==> src/rtl/ebs_pkg.sv <==
// Shared constants and the per-cycle context type of the external bus sequencer.
// Assumes a 12-clock machine cycle split into two equal halves.
package ebs_pkg;
    localparam int ADDR_W    = 16;
    localparam int BYTE_W    = 8;
    localparam int MC_CLOCKS = 12;
    localparam int HALF      = MC_CLOCKS / 2;
    localparam int POS_W     = $clog2(MC_CLOCKS);
    localparam int ALE_LEN   = 2;   // address-latch width, clocks
    localparam int ADDR_LEN  = 3;   // low address drive window, clocks
    localparam int PSEN_FROM = 3;   // program-store low from this half position
    localparam int XS_FROM   = 5;   // read/write strobe start position
    localparam int XS_LEN    = 6;   // read/write strobe width

    typedef struct packed {
        logic              data;
        logic              write;
        logic              wide;
        logic              ext;
        logic [ADDR_W-1:0] pc;
        logic [ADDR_W-1:0] dptr;
        logic [BYTE_W-1:0] ri;
        logic [BYTE_W-1:0] p2;
        logic [BYTE_W-1:0] wdata;
    } bus_ctx_t;
endpackage

==> src/rtl/ebs_phase_ctr.sv <==
// Machine-cycle position counter. Counts 0..MC_CLOCKS-1 and wraps.
// Reset parks the count on the last position so that the release edge
// both starts position 0 and loads the first cycle context.
module ebs_phase_ctr
    import ebs_pkg::*;
(
    input  logic             clk,
    input  logic             rst_n,
    output logic [POS_W-1:0] pos,
    output logic             live,
    output logic             load
);
    localparam logic [POS_W-1:0] LAST = POS_W'(MC_CLOCKS - 1);

    // Advance the position and mark the sequencer active after reset.
    always_ff @(posedge clk) begin
        if (!rst_n) begin
            pos  <= LAST;
            live <= 1'b0;
        end else begin
            pos  <= (pos == LAST) ? '0 : pos + 1'b1;
            live <= 1'b1;
        end
    end

    // Context load happens on the edge that ends the last position.
    assign load = rst_n && (pos == LAST);
endmodule

==> src/rtl/ebs_cycle_ctx.sv <==
// Captures the cycle kind, operands and the internal/external code decision
// at each machine-cycle boundary. Assumes the core holds its outputs stable
// across the boundary edge. The port latch resets to all ones.
module ebs_cycle_ctx
    import ebs_pkg::*;
#(
    parameter int ROM_KB = 16
) (
    input  logic              clk,
    input  logic              rst_n,
    input  logic              load,
    input  logic              int_rom_en,
    input  logic [ADDR_W-1:0] pc,
    input  logic [ADDR_W-1:0] dptr,
    input  logic [BYTE_W-1:0] ri_addr,
    input  logic [BYTE_W-1:0] p2_latch,
    input  logic              xfer_req,
    input  logic              xfer_write,
    input  logic              xfer_wide,
    input  logic [BYTE_W-1:0] wr_data,
    output bus_ctx_t          ctx
);
    localparam int              ROM_BYTES = ROM_KB * 1024;
    localparam logic [ADDR_W:0] ROM_LIM   = (ADDR_W + 1)'(ROM_BYTES);

    logic ext_now;

    // Code goes off-chip when forced or when the counter passes the ROM.
    always_comb ext_now = !int_rom_en || ({1'b0, pc} >= ROM_LIM);

    // Snapshot the context for the coming machine cycle.
    always_ff @(posedge clk) begin
        if (!rst_n) begin
            ctx    <= '0;
            ctx.p2 <= '1;
        end else if (load) begin
            ctx <= '{xfer_req, xfer_write, xfer_wide, ext_now,
                     pc, dptr, ri_addr, p2_latch, wr_data};
        end
    end
endmodule

==> src/rtl/ebs_strobe_gen.sv <==
// Decodes the machine-cycle position and cycle kind into the bus strobes.
// Assumes pos counts 0..MC_CLOCKS-1; live gates every strobe to idle.
module ebs_strobe_gen
    import ebs_pkg::*;
(
    input  logic             clk,
    input  logic             rst_n,
    input  logic [POS_W-1:0] pos,
    input  logic             live,
    input  logic             data,
    input  logic             write,
    input  logic             ext,
    output logic             ale,
    output logic             psen_n,
    output logic             rd_n,
    output logic             wr_n,
    output logic             addr_ph,
    output logic             wdata_ph
);
    localparam logic [POS_W-1:0] P_HALF  = POS_W'(HALF);
    localparam logic [POS_W-1:0] P_ALE   = POS_W'(ALE_LEN);
    localparam logic [POS_W-1:0] P_ADDR  = POS_W'(ADDR_LEN);
    localparam logic [POS_W-1:0] P_PSEN  = POS_W'(PSEN_FROM);
    localparam logic [POS_W-1:0] P_XS_LO = POS_W'(XS_FROM);
    localparam logic [POS_W-1:0] P_XS_HI = POS_W'(XS_FROM + XS_LEN);

    logic             second;
    logic [POS_W-1:0] hpos;
    logic             xs;

    // Position within the current half cycle.
    always_comb begin
        second = (pos >= P_HALF);
        hpos   = second ? pos - P_HALF : pos;
    end

    // Strobe decode; second-half latch and both store pulses drop in data cycles.
    always_comb begin
        xs       = data && (pos >= P_XS_LO) && (pos < P_XS_HI);
        ale      = live && (hpos < P_ALE) && (!second || !data);
        psen_n   = !(live && !data && ext && (hpos >= P_PSEN));
        rd_n     = !(live && xs && !write);
        wr_n     = !(live && xs && write);
        addr_ph  = live && (hpos < P_ADDR) && (!second || !data);
        wdata_ph = live && xs && write;
    end

    // Latch pulse lasts two clocks.
    assert_ale_width_R2: assert property (@(posedge clk) disable iff (!rst_n)
        $fell(ale) |-> $past(ale, 2));

    // Read and write strobes never overlap.
    assert_rd_wr_excl_R6: assert property (@(posedge clk) disable iff (!rst_n)
        !(!rd_n && !wr_n));

    // Read strobe is six clocks wide.
    assert_rd_width_R6: assert property (@(posedge clk) disable iff (!rst_n)
        $rose(rd_n) |-> (!$past(rd_n, 6) && $past(rd_n, 7)));

    // Program-store stays idle while a data strobe is active.
    assert_psen_quiet_R5: assert property (@(posedge clk) disable iff (!rst_n)
        (!rd_n || !wr_n) |-> psen_n);

    // Latch falls three clocks ahead of a data strobe.
    assert_ale_lead_R9: assert property (@(posedge clk) disable iff (!rst_n)
        ($fell(rd_n) || $fell(wr_n)) |-> ($past(ale, 4) && !$past(ale, 3)));
endmodule

==> src/rtl/ebs_port_mux.sv <==
// Selects the low address/data byte, its enable, and the high address byte
// from the captured cycle context and the phase windows.
module ebs_port_mux
    import ebs_pkg::*;
(
    input  bus_ctx_t          ctx,
    input  logic              addr_ph,
    input  logic              wdata_ph,
    output logic [BYTE_W-1:0] lo_out,
    output logic              lo_oe,
    output logic [BYTE_W-1:0] hi_out
);
    logic [BYTE_W-1:0] addr_lo;

    // High byte: pointer or counter high half, else the port latch.
    always_comb begin
        if (ctx.data)
            hi_out = ctx.wide ? ctx.dptr[ADDR_W-1:BYTE_W] : ctx.p2;
        else
            hi_out = ctx.ext ? ctx.pc[ADDR_W-1:BYTE_W] : ctx.p2;
    end

    // Low byte: address in its window, write data under the write strobe.
    always_comb begin
        if (ctx.data)
            addr_lo = ctx.wide ? ctx.dptr[BYTE_W-1:0] : ctx.ri;
        else
            addr_lo = ctx.pc[BYTE_W-1:0];
        lo_oe  = wdata_ph || (addr_ph && (ctx.data || ctx.ext));
        lo_out = wdata_ph ? ctx.wdata : (lo_oe ? addr_lo : '0);
    end
endmodule

==> src/rtl/ext_bus_seq.sv <==
// External memory bus cycle sequencer top. Ties the position counter, the
// cycle context register, the strobe decoder and the port selector.
// Assumes the core holds its request and operands across each boundary edge.
module ext_bus_seq
    import ebs_pkg::*;
#(
    parameter int ROM_KB = 16
) (
    input  logic        clk,
    input  logic        rst_n,
    input  logic        int_rom_en,
    input  logic [15:0] pc,
    input  logic [15:0] dptr,
    input  logic [7:0]  ri_addr,
    input  logic [7:0]  p2_latch,
    input  logic        xfer_req,
    input  logic        xfer_write,
    input  logic        xfer_wide,
    input  logic [7:0]  wr_data,
    output logic        ale,
    output logic        psen_n,
    output logic        rd_n,
    output logic        wr_n,
    output logic [7:0]  lo_out,
    output logic        lo_oe,
    output logic [7:0]  hi_out
);
    logic [POS_W-1:0] pos;
    logic             live;
    logic             load;
    bus_ctx_t         ctx;
    logic             addr_ph;
    logic             wdata_ph;

    ebs_phase_ctr u_ctr (
        .clk (clk), .rst_n (rst_n), .pos (pos), .live (live), .load (load)
    );

    ebs_cycle_ctx #(.ROM_KB(ROM_KB)) u_ctx (
        .clk (clk), .rst_n (rst_n), .load (load), .int_rom_en (int_rom_en),
        .pc (pc), .dptr (dptr), .ri_addr (ri_addr), .p2_latch (p2_latch),
        .xfer_req (xfer_req), .xfer_write (xfer_write), .xfer_wide (xfer_wide),
        .wr_data (wr_data), .ctx (ctx)
    );

    ebs_strobe_gen u_strb (
        .clk (clk), .rst_n (rst_n), .pos (pos), .live (live),
        .data (ctx.data), .write (ctx.write), .ext (ctx.ext),
        .ale (ale), .psen_n (psen_n), .rd_n (rd_n), .wr_n (wr_n),
        .addr_ph (addr_ph), .wdata_ph (wdata_ph)
    );

    ebs_port_mux u_mux (
        .ctx (ctx), .addr_ph (addr_ph), .wdata_ph (wdata_ph),
        .lo_out (lo_out), .lo_oe (lo_oe), .hi_out (hi_out)
    );

    // Write strobe always has the low port driving.
    assert_wr_drive_R8: assert property (@(posedge clk) disable iff (!rst_n)
        !wr_n |-> lo_oe);

    // Read strobe always has the low port released.
    assert_rd_release_R8: assert property (@(posedge clk) disable iff (!rst_n)
        !rd_n |-> !lo_oe);
endmodule

==> config.mk <==
export PLATFORM = sky130hd
export DESIGN_NAME = ext_bus_seq
export DESIGN_NICKNAME = d
export VERILOG_FILES = /design/src/rtl/ebs_pkg.sv /design/src/rtl/ebs_phase_ctr.sv /design/src/rtl/ebs_cycle_ctx.sv /design/src/rtl/ebs_strobe_gen.sv /design/src/rtl/ebs_port_mux.sv /design/src/rtl/ext_bus_seq.sv
export SDC_FILE = /design/constraint.sdc
export NUM_CORES = 1
export LEC_CHECK = 0
export BUFFER_PORTS_ARGS = -buffer_cell sky130_fd_sc_hd__clkbuf_2
export CAP_MARGIN = 10
export CORE_MARGIN = 4
export CORE_UTILIZATION = 49
export CTS_BUF_LIST = sky130_fd_sc_hd__clkbuf_2 sky130_fd_sc_hd__clkbuf_4 sky130_fd_sc_hd__clkbuf_8
export DETAILED_ROUTE_END_ITERATION = 10
export PLACE_DENSITY = 0.9
export SLEW_MARGIN = 20
export SYNTH_ARGS = -nofsm -noshare
export SYNTH_HDL_FRONTEND = slang
export SYNTH_SLANG_ARGS = --single-unit
==> constraint.sdc <==
create_clock -name clk -period 1.7 [get_ports clk]
set_input_delay 0.085 -clock clk [delete_from_list [all_inputs] [get_ports clk]]
set_output_delay 0.085 -clock clk [all_outputs]
set_load 0.01 [all_outputs]
==> impl_results.md, run 1 <==
* Status: complete, but fails checks
* Failing checks: hold timing, setup timing
* Launch point of the worst hold path: wr_data[5]
* Clock Power Share at 0.282
* Min Tclk post-route at 1927 ps
* Layout cells sized above 1 at 0.3074
* Sw Pwr at 1.495 mW
* PortBufs at 82
* Vias in the first global route at 3250
* Worst-Margin Slew at 474.9 ps
* Ys async rst share at 0
* Final hold violation count at 1
* CTS Buf Count at 9
* Ranking of synthesized cells by area: dfxtp_1 43%, nand2_1 17%, a21boi_0 12%
* Overall routed net length at 10.17 mm
* Fin worst setup slack at -226.7 ps
* WHS at -1.726 ps
* GR Overflow Total at 0
* FF-to-FF End: u_ctx.ctx[0]$_SDFFE_PN0P_
* Die Span Y at 86.48 microns
* Clock transition at path regs at 70 ps
* Worst Hold Class: input pin to register
* Crit Path Max Fanout at 5
* Worst Hold Path EP: u_ctx.ctx[5]$_SDFFE_PN0P_
* Site Rows at 28
* I/O pins at 83
* Post-synth EDFFs at 0
* Post-Synthesis Net Count at 446
* Tcrit/Tclk final at 1.133
* RSZ-0062 raised after global routing: yes
* DRT iter0 DRCs at 272
* DP Area at 0.003492 sq mm
* Synth warnings at 0
* FILL cells at 386
* Cell area after synthesis at 0.003018 sq mm
* Power Dens Cells at 1023 mW/mm^2
* Cell taking the most area after synthesis: dfxtp_1
* Syn Area/Cell at 7.921 sq um
* Worst reg-to-reg setup slack at 20 ps
* Yosys cell types at 33
* Max Clk Rate at 519.0 MHz
* Number of nets in the layout at 587
* Post-synthesis sequential area ratio at 0.4312
* Core area at 0.005956 sq mm
* Post-Synthesis Cells at 381
* Antenna viol nets, final at 0
* Area of all placed cells without fillers at 0.004546 sq mm
* Max-Cap Viols at 0
* CP arrival at 1840 ps
* CTS H-Tree Depth at 3
* Hold Path Cell Cnt at 3
* Kind of critical path: register to primary output
* Pin count of the biggest net entering global routing at 66
* Max Clock Skew at 5.399 ps
* Num Clock Sinks at 65
* Slew HR at 0.6801
* Lkg Pwr at 1.999 nW
* Peak supply drop at 0.8302 mV
* DRC viols at 0
* Cells on worst reg2reg path at 7
* Worst-Skew Late Latency at 340 ps
* Die ar. at 0.007479 sq mm
* Worst setup SP type: register
* HPWL Detailed at 5.204 mm
* Chip width at 86.48 microns
* FF-to-FF Start: u_ctr.pos[1]$_SDFF_PN1_
* DP Worst Slack at -60.28 ps
* Slew Limit Fails at 0
* Setup-failing EPs final at 10
* Reg power frac at 0.412
* Net Sw Frac at 0.3214
* RD Place Congestion at 0.8576
* Initial antenna violation count at 0
* Most frequent cells in the layout: 137 x nand2_1, 73 x clkbuf_2, 60 x dfxtp_1, 54 x dlygate4sd3_1, 50 x a21boi_0
* First-pass GRT wire length at 15.06 mm
* N_diodes at 0
* Post-synth top flop: dfxtp_1
* CTS Buffer Depth at 2
* Flops & latches, synth at 65
* Int Pwr at 3.157 mW
* Comb pwr share at 0.305
* Overall routing resource usage at 0.2590
* Setup TNS at -2036 ps
* CTS Root Cell: clkbuf_8
* Vias at 3288
* FF+latch area at 0.001313 sq mm
* CTS tree: yes
* TritonRoute pass-1 iters at 4
* Area grow syn2layout at 50.62%
* Vias/cell at 5.462
* Initial core utilization at 0.5067
* Worst EP required at 1620 ps
* Multi-input gate area at 0.001667 sq mm
* Area share of the largest cell type after synthesis at 0.4312
* Worst setup EP type: primary output
* Commonest non-fill, non-tap cell in the layout: nand2_1
* Wirelength per Cell at 16.90 microns
-- synth_stat cells (2+ instances only) --
cell / count
mux2_2: 9
inv_1: 5
ha_1: 3
nor2b_1: 3
buf_4: 4
buf_2: 13
o22ai_1: 8
clkbuf_1: 9
dfxtp_1: 65
nor2_1: 20
o211a_1: 2
nand2b_1: 4
a21boi_0: 50
nand2_1: 138
nand4b_1: 2
a21oi_1: 2
o21ai_0: 10
a22o_2: 8
buf_6: 3
mux2i_1: 2
nand3_1: 9
-- worst max-delay path by stage --
stage	cells after the start	to	slack, ps	from
after floorplan	8	u_ctx.ctx[10]$_SDFFE_PN1P_	150	u_ctr.pos[1]$_SDFF_PN1_
after global placement	8	lo_out[3]	70	u_ctr.pos[0]$_SDFF_PN1_
after detailed placement	8	lo_out[4]	-60	u_ctr.pos[0]$_SDFF_PN1_
after CTS	8	lo_out[4]	-270	u_ctr.pos[0]$_SDFF_PN1_
after global routing	6	lo_oe	-280	u_ctr.pos[1]$_SDFF_PN1_
final	7	lo_out[0]	-230	u_ctr.pos[1]$_SDFF_PN1_
-- timing repair --
item,in CTS,in global routing
cloned,1,2
buffers inserted,2,6
endpoints found under the hold margin,54,0
pin swaps,9,4
gates resized for setup,27,37
hold buffers,54,0
endpoints found under the setup margin,18,28
-- state kept, by name, summed over array words and instances (netlist names) --
| register | flops |
|---|---|
| u_ctr.live | 1 |
| u_ctr.pos | 4 |
| u_ctx.ctx | 60 |
-- metal layers --
metal / routed length (microns) / global-route usage / vias to the layer above
met5: 0 / 0 / -
met4: 437 / 0.1048 / 0
met3: 715 / 0.06464 / 44
met2: 5330 / 0.4889 / 177
met1: 3689 / 0.2707 / 1517
li1: - / - / 1550
-- cell type report --
class,instances,area share
Clock buffer,13,0.03523
Clock inverter,3,0.008808
Inverter,5,0.005230
Multi-Input combinational cell,283,0.3666
Sequential cell,65,0.2887
Tap cell,75,0.02064
Timing Repair Buffer,158,0.2747
-- cell families (layout without fill, tap and decap cells) --
| logic type | count (synthesis) | count (layout) | share of synthesized area |
|---|---|---|---|
| buffers and inverters | 34 | 179 | 0.06011 |
| AO/OA/AOI/OAI | 87 | 88 | 0.2131 |
| flip-flops | 65 | 65 | 0.4312 |
| AND/OR/NAND/NOR | 181 | 181 | 0.2430 |
| adder cells (fa/ha/maj) | 3 | 3 | 0.01244 |
| multiplexers | 11 | 11 | 0.04022 |
-- power by group through the flow --
stage                     Combinational, mW  Sequential [mW]  Clock (mW)
final                                  1.42             1.92        1.31
after global routing                   1.57             1.94        1.41
after CTS                              1.27             1.89        1.35
after detailed placement               1.12             1.92           0
after global placement                 1.07             1.90           0
after floorplan                       0.795             1.86           0
-- metrics by stage --
step | utilization | std cells | hold slack (ps) | power (mW)
2_1_floorplan | - | 381 | 112.7 | 2.653
3_3_place_gp | 0.5863 | 521 | 295.1 | 2.973
3_5_place_dp | 0.5863 | 521 | 299.6 | 3.034
4_1_cts | 0.7313 | 594 | 1.333 | 4.504
5_1_grt | 0.7632 | 602 | 3.104 | 4.916
6_report | 0.7632 | 602 | -1.726 | 4.652
-- worst max-delay path: stages (launching register included) --
cell and delay, ps:
dfxtp_2 360, buf_6 110, buf_6 110, nand2_4 50
a32o_2 250, o21a_4 270, a22o_4 240, buf_6 120
Power figures use the tool's default switching activity.
==> inputs of run 2 (changes only) <==
Settings changed: CELL_PAD_IN_SITES_DETAIL_PLACEMENT from default to 1, CELL_PAD_IN_SITES_GLOBAL_PLACEMENT from default to 1, CORE_UTILIZATION 49 to 39, PLACE_DENSITY 0.9 to 0.94, SKIP_CTS_REPAIR_TIMING from default to 1.
Clock period 1.7 ns to 1.85 ns, I/O delays scaled along.
==> run 2 against run 1 <==
Net effect: the run still ends with hold timing, setup timing left; global-route usage fell by 5.6 points; critical path depth fell by 2; register-to-register slack better by 130 ps; count of clock-buffer cells in the layout shrank 2; sequential power is 8% lower; critical endpoint is now lo_out[3].
==> impl_results.md, run 2 (synthesized netlist as in run 1, its figures left out) <==
* PortBufs at 82 (unchanged)
* FILL cells at 896 (+130%)
* RD Place Congestion at 0.8470 (-1.2%)
* Final hold violation count at 7 (+6)
* DRT iter0 DRCs at 83 (-69%)
* GR Overflow Total at 0 (unchanged)
* Clock transition at path regs at 80 ps (about the same)
* Power, Total at 4.391 mW (-5.6%)
* Worst EP required at 1760 ps (+140 ps)
* Setup TNS at -834.5 ps (+1202 ps)
* Crit Path Max Fanout at 10 (+5)
* Overall routed net length at 10.59 mm (+4.1%)
* Fin worst setup slack at -114.1 ps (+112.6 ps)
* Critical Path Most Common Cell: buf_6
* Num Clock Sinks at 65 (unchanged)
* CTS Root Cell: clkbuf_8
* Core area at 0.007370 sq mm (+24%)
* Commonest non-fill, non-tap cell in the layout: nand2_1
* Max Clock Skew at 9.338 ps (+3.939 ps)
* FF+latch area at 0.001313 sq mm (unchanged)
* Max-Cap Viols at 0 (unchanged)
* RSZ-0062 raised after global routing: yes
* Lkg Pwr at 1.857 nW (-7.1%)
* TritonRoute pass-1 iters at 4 (unchanged)
* Setup-failing EPs final at 9 (-1)
* Area grow syn2layout at 42.33%
* Multi-input gate area at 0.001684 sq mm (+1.1%)
* DRC viols at 0 (unchanged)
* Final Non-Filler Cells at 594 (-1.3%)
* Min Tclk post-route at 1964 ps
* Worst setup SP type: register
* Vias in the first global route at 3101 (-4.6%)
* Worst-Skew Late Latency at 340 ps (about the same)
* CP Buf/Inv Count at 2 (-1)
* Vias at 3051 (-7.2%)
* Vias/cell at 5.136 (-6.0%)
* CP arrival at 1870 ps (+30 ps)
* WHS at -10.41 ps (-8.688 ps)
* Kind of critical path: register to primary output
* Power Dens Cells at 1022 mW/mm^2 (-0.11%)
* Slowest cell on crit path: nor4_2
* Layout cells sized above 1 at 0.3131 (+0.005731)
* HPWL Detailed at 6.216 mm (+19%)
* Slew Limit Fails at 0 (unchanged)
* Die ar. at 0.009209 sq mm (+23%)
* CTS Buf Count at 9 (unchanged)
* Worst Hold Class: input pin to register
* Initial core utilization at 0.4095 (-0.09722)
* Worst-Margin Slew at 567.2 ps (+92.32 ps)
* Worst reg-to-reg setup slack at 150 ps (+130 ps)
* Largest registers: u_ctx.ctx: 60 flops, u_ctr.pos: 4 flops, u_ctr.live: 1 flops
* Failing checks: hold timing, setup timing
* Pin count of the biggest net entering global routing at 49 (-26%)
* Top reg by flops: u_ctx.ctx
* Placed Cells at 543 (+4.2%)
* Site Rows at 31 (+11%)
* I/O pins at 83 (unchanged)
* Max Clk Rate at 509.1 MHz
* Wirelength per Cell at 17.83 microns (+5.5%)
* Number of nets in the layout at 555 (-5.5%)
* Tcrit/Tclk final at 1.062
* Worst setup EP type: primary output
* CTS tree: yes
* Slew HR at 0.6219 (-0.05820)
* First-pass GRT wire length at 14.44 mm (-4.1%)
* Crit path max-delay family: compound AO/OA/AOI/OAI gates
* Status: complete, but fails checks
* Max reg flops at 60 (unchanged)
* CTS H-Tree Depth at 3 (unchanged)
* Overall routing resource usage at 0.2026 (-0.05644)
* CTS Buffer Depth at 2 (unchanged)
* Antenna viol nets, final at 0 (unchanged)
* Peak per-stage delay on the critical path at 460 ps (+100 ps)
* N_diodes at 0 (unchanged)
* Die Span Y at 95.97 microns (+11%)
* Initial antenna violation count at 0 (unchanged)
* Critical path cell sequence: buf_6 -> nor4_2 -> o21a_2 -> a22o_2 -> buf_6
* Peak supply drop at 0.6287 mV (-24%)
* Chip width at 95.97 microns (+11%)
* Most frequent cells in the layout: 138 x nand2_1, 73 x clkbuf_2, 60 x dfxtp_1, 50 x a21boi_0, 27 x dlygate4sd3_1
-- run 2: where the power goes --
group          internal, mW  switching (mW)
registers              1.60           0.157
clock network         0.827           0.539
logic                 0.551           0.718
-- run 2: per-layer routing --
metal / share of wire / routed length (microns) / track usage
met5: 0 / 0 / 0
met4: 0.017 / 185 / 0.06398
met3: 0.057 / 602 / 0.06959
met2: 0.52 / 5524 / 0.3509
met1: 0.40 / 4277 / 0.2338
-- run 2: worst paths after layout --
check                        startpoint                    endpoint  cells after the start
max             u_ctr.pos[2]$_SDFF_PP0_                   lo_out[3]                      5
min                               pc[3]  u_ctx.ctx[43]$_SDFFE_PN0P_                      3
max reg2reg     u_ctr.pos[0]$_SDFF_PN1_   u_ctx.ctx[5]$_SDFFE_PN0P_                      7
min reg2reg  u_ctx.ctx[30]$_SDFFE_PN0P_  u_ctx.ctx[30]$_SDFFE_PN0P_                      2
-- run 2: through the flow --
step	cell area, sq um	setup WS [ps]	util
after floorplan	3018	289.7	-
after global placement	3520	75.38	0.4776
after detailed placement	3520	-30.54	0.4776
after CTS	3749	-471.0	0.5087
after global routing	4295	-163.0	0.5829
final	4295	-114.1	0.5829
-- run 2: worst reg2reg max path: stages, from the launching register on --
cell,delay [ps]
dfxtp_4,410
buf_4,150
ha_4,170
inv_1,90
or2_2,350
buf_12,200
nand2_1,120
a21boi_0,100
-- run 2: final cells by class --
cell class                 instances  area share
timing repair buffer             125      0.2147
multi-input combinational        284      0.3921
sequential                        65      0.3056
tap                               99     0.02884
inverter                           5    0.005535
clock inverter                     5     0.01806
clock buffer                      11     0.03525
==> inputs of run 3 (changes only) <==
Settings changed: CORE_UTILIZATION 39 to 35, PLACE_DENSITY 0.94 to 0.9.
Clock period 1.85 ns to 1.6 ns, I/O delays scaled along.
==> run 3 against run 2 <==
Net effect: the flow still finishes with violations (hold timing, setup timing); utilization decreased by 3.2 points; routed wire length increased by 2.9%; final area increased by 6.5%; sequential share of layout area decreased by 1.8 points; register-to-register slack got worse by 130 ps; cell count increased by 5.7%; power increased by 12%; worst hold slack got worse by 24 ps; largest cell class unchanged.
==> impl_results.md, run 3 (synthesized netlist as in run 1, its figures left out) <==
* Initial antenna violation count at 0 (unchanged)
* N_diodes at 0 (unchanged)
* FF-to-FF Start: u_ctr.pos[0]$_SDFF_PN1_
* Worst reg-to-reg setup slack at 20 ps (-130 ps)
* First-pass GRT wire length at 14.21 mm (-1.6%)
* CTS Buf Count at 9 (unchanged)
* CP Buf/Inv Count at 3 (+1)
* FF-to-FF End: u_ctx.ctx[22]$_SDFFE_PN0P_
* Chip width at 100.9 microns (+5.1%)
* CTS tree: yes
* Crit path max-delay family: compound AO/OA/AOI/OAI gates
* Status: complete, but fails checks
* Slowest cell on crit path: dfxtp_2
* TritonRoute pass-1 iters at 4 (unchanged)
* Clock transition at path regs at 80 ps (about the same)
* CTS H-Tree Depth at 3 (unchanged)
* Final hold violation count at 6 (-1)
* Peak supply drop at 0.5344 mV (-15%)
* Pin count of the biggest net entering global routing at 34 (-31%)
* WHS at -34.14 ps (-23.72 ps)
* Max reg flops at 60 (unchanged)
* Slew Limit Fails at 0 (unchanged)
* Initial core utilization at 0.3636 (-0.04587)
* RD Place Congestion at 0.8656 (+2.2%)
* Vias at 3142 (+3.0%)
* Slew HR at 0.6908 (+0.06899)
* Antenna viol nets, final at 0 (unchanged)
* Commonest non-fill, non-tap cell in the layout: nand2_1
* Die Span Y at 100.9 microns (+5.1%)
* Overall routed net length at 10.90 mm (+2.9%)
* Placed Cells at 559 (+2.9%)
* DRT iter0 DRCs at 119 (+43%)
* Final Non-Filler Cells at 628 (+5.7%)
* HPWL Detailed at 6.446 mm (+3.7%)
* Worst-Skew Late Latency at 360 ps (+20 ps)
* Wirelength per Cell at 17.35 microns (-2.7%)
* Crit Path Max Fanout at 9 (-1)
* Most frequent cells in the layout: 137 x nand2_1, 74 x clkbuf_2, 61 x dfxtp_1, 50 x dlygate4sd3_1, 49 x a21boi_0
* Met1 usage at 0.2060 (-0.02780)
* Worst setup SP type: register
* Area of all placed cells without fillers at 0.004574 sq mm (+6.5%)
* I/O pins at 83 (unchanged)
* Max-Cap Viols at 0 (unchanged)
* Worst-Margin Slew at 463.7 ps (-103.5 ps)
* Setup-failing EPs final at 19 (+10)
* Lkg Pwr at 1.967 nW (+6.0%)
* Largest registers: u_ctx.ctx: 60 flops, u_ctr.pos: 4 flops, u_ctr.live: 1 flops
* Number of nets in the layout at 583 (+5.0%)
* Site Rows at 33 (+6.5%)
* GR Util met3 at 0.04360 (-0.02599)
* Top reg by flops: u_ctx.ctx
* Num Clock Sinks at 65 (unchanged)
* CTS Buffer Depth at 2 (unchanged)
* RSZ-0062 raised after global routing: yes
* Worst setup EP type: primary output
* DP Area at 0.003640 sq mm (+3.4%)
* Failing checks: hold timing, setup timing
* Peak per-stage delay on the critical path at 350 ps (-110 ps)
* Worst Hold Class: input pin to register
* Max Clk Rate at 508.1 MHz
* Die ar. at 0.01017 sq mm (+10%)
* Min Tclk post-route at 1968 ps
* PortBufs at 82 (unchanged)
* Met2 Usage GRT at 0.3220 (-0.02887)
* GR Overflow Total at 0 (unchanged)
* Critical path cell sequence: buf_4 -> nand2_1 -> a32o_1 -> o21a_1 -> buf_12 -> a22o_2 -> buf_6
* CP arrival at 1890 ps (+20 ps)
* CTS Root Cell: clkbuf_8
* Overall routing resource usage at 0.1791 (-0.02350)
* Crit path to: lo_out[7]
* Layout cells sized above 1 at 0.3078 (-0.005292)
* Tcrit/Tclk final at 1.230
* DRC viols at 0 (unchanged)
* Fin worst setup slack at -368.1 ps (-253.9 ps)
* Worst EP required at 1520 ps (-240 ps)
* Vias/cell at 5.003 (-2.6%)
* WP depth at 7 (+2)
* Max Clock Skew at 10.28 ps (+0.9449 ps)
* CP startpoint: u_ctr.pos[1]$_SDFF_PN1_
* Cells on worst reg2reg path at 7 (unchanged)
* Vias in the first global route at 3044 (-1.8%)
* GRT Max-Usage Layer: met2
* Area grow syn2layout at 51.58%
* Core area at 0.008299 sq mm (+13%)
* Power Dens Cells at 1078 mW/mm^2 (+5.5%)
* Kind of critical path: register to primary output
[run 3: cell types whose count changed in the layout (fill, tap and decap cells not counted), moves of 4 or more]
cell           delta
dlygate4sd3_1    +23
buf_12            +4
nor2_1            -4
nor2_2            +4
o21ai_0           +4
o21ai_1           -4
[run 3: metrics by stage]
| stage | setup WS [ps] | util | total power [mW] | hold slack (ps) | TNS (ps) |
|---|---|---|---|---|---|
| after floorplan | 45.82 | - | 2.819 | 107.7 | 0 |
| after global placement | -27.87 | 0.4386 | 3.298 | 287.4 | -167.9 |
| after detailed placement | -109.2 | 0.4386 | 3.369 | 292.1 | -1065 |
| after CTS | -511.1 | 0.4603 | 4.661 | -77.92 | -8641 |
| after global routing | -443.1 | 0.5512 | 5.225 | -9.931 | -5378 |
| final | -368.1 | 0.5512 | 4.931 | -34.14 | -3832 |
[run 3: power breakdown]
group          switching, mW  total (mW)  leakage [nW]  internal (mW)
sequential             0.168        2.02         0.535           1.85
clock                  0.696        1.30        0.0887          0.606
combinational          0.867        1.61          1.34          0.746
[run 3: worst min path at each step]
stage | from | endpoint | slack, ps | depth (start not counted)
global placement | p2_latch[5] | u_ctx.ctx[13]$_SDFFE_PN1P_ | 290 | 3
finish | pc[5] | u_ctx.ctx[45]$_SDFFE_PN0P_ | -30 | 3
detailed placement | p2_latch[4] | u_ctx.ctx[12]$_SDFFE_PN1P_ | 290 | 3
global route | wr_data[6] | u_ctx.ctx[6]$_SDFFE_PN0P_ | -10 | 3
CTS | p2_latch[4] | u_ctx.ctx[12]$_SDFFE_PN1P_ | -80 | 3
floorplan | rst_n | u_ctr.live$_DFF_P_ | 110 | 0
[run 3: tightest hold or removal path: stages]
cell,delay [ps]
clkbuf_2,90
nand2_1,50
a21boi_0,70
[run 3: final cells by class]
type	count	area, sq um
Fill cell	988	3725
Multi-Input combinational cell	282	1662
Sequential cell	65	1314
Timing Repair Buffer	155	1266
Clock buffer	10	137.6
Tap cell	105	131.4
Clock inverter	6	42.54
Inverter	5	21.27
[run 3: per-layer routing]
| layer | up-vias | part of all wire |
|---|---|---|
| li1 | 1537 | - |
| met1 | 1513 | 0.41 |
| met2 | 73 | 0.53 |
| met3 | 19 | 0.035 |
| met4 | 0 | 0.024 |
| met5 | - | 0 |
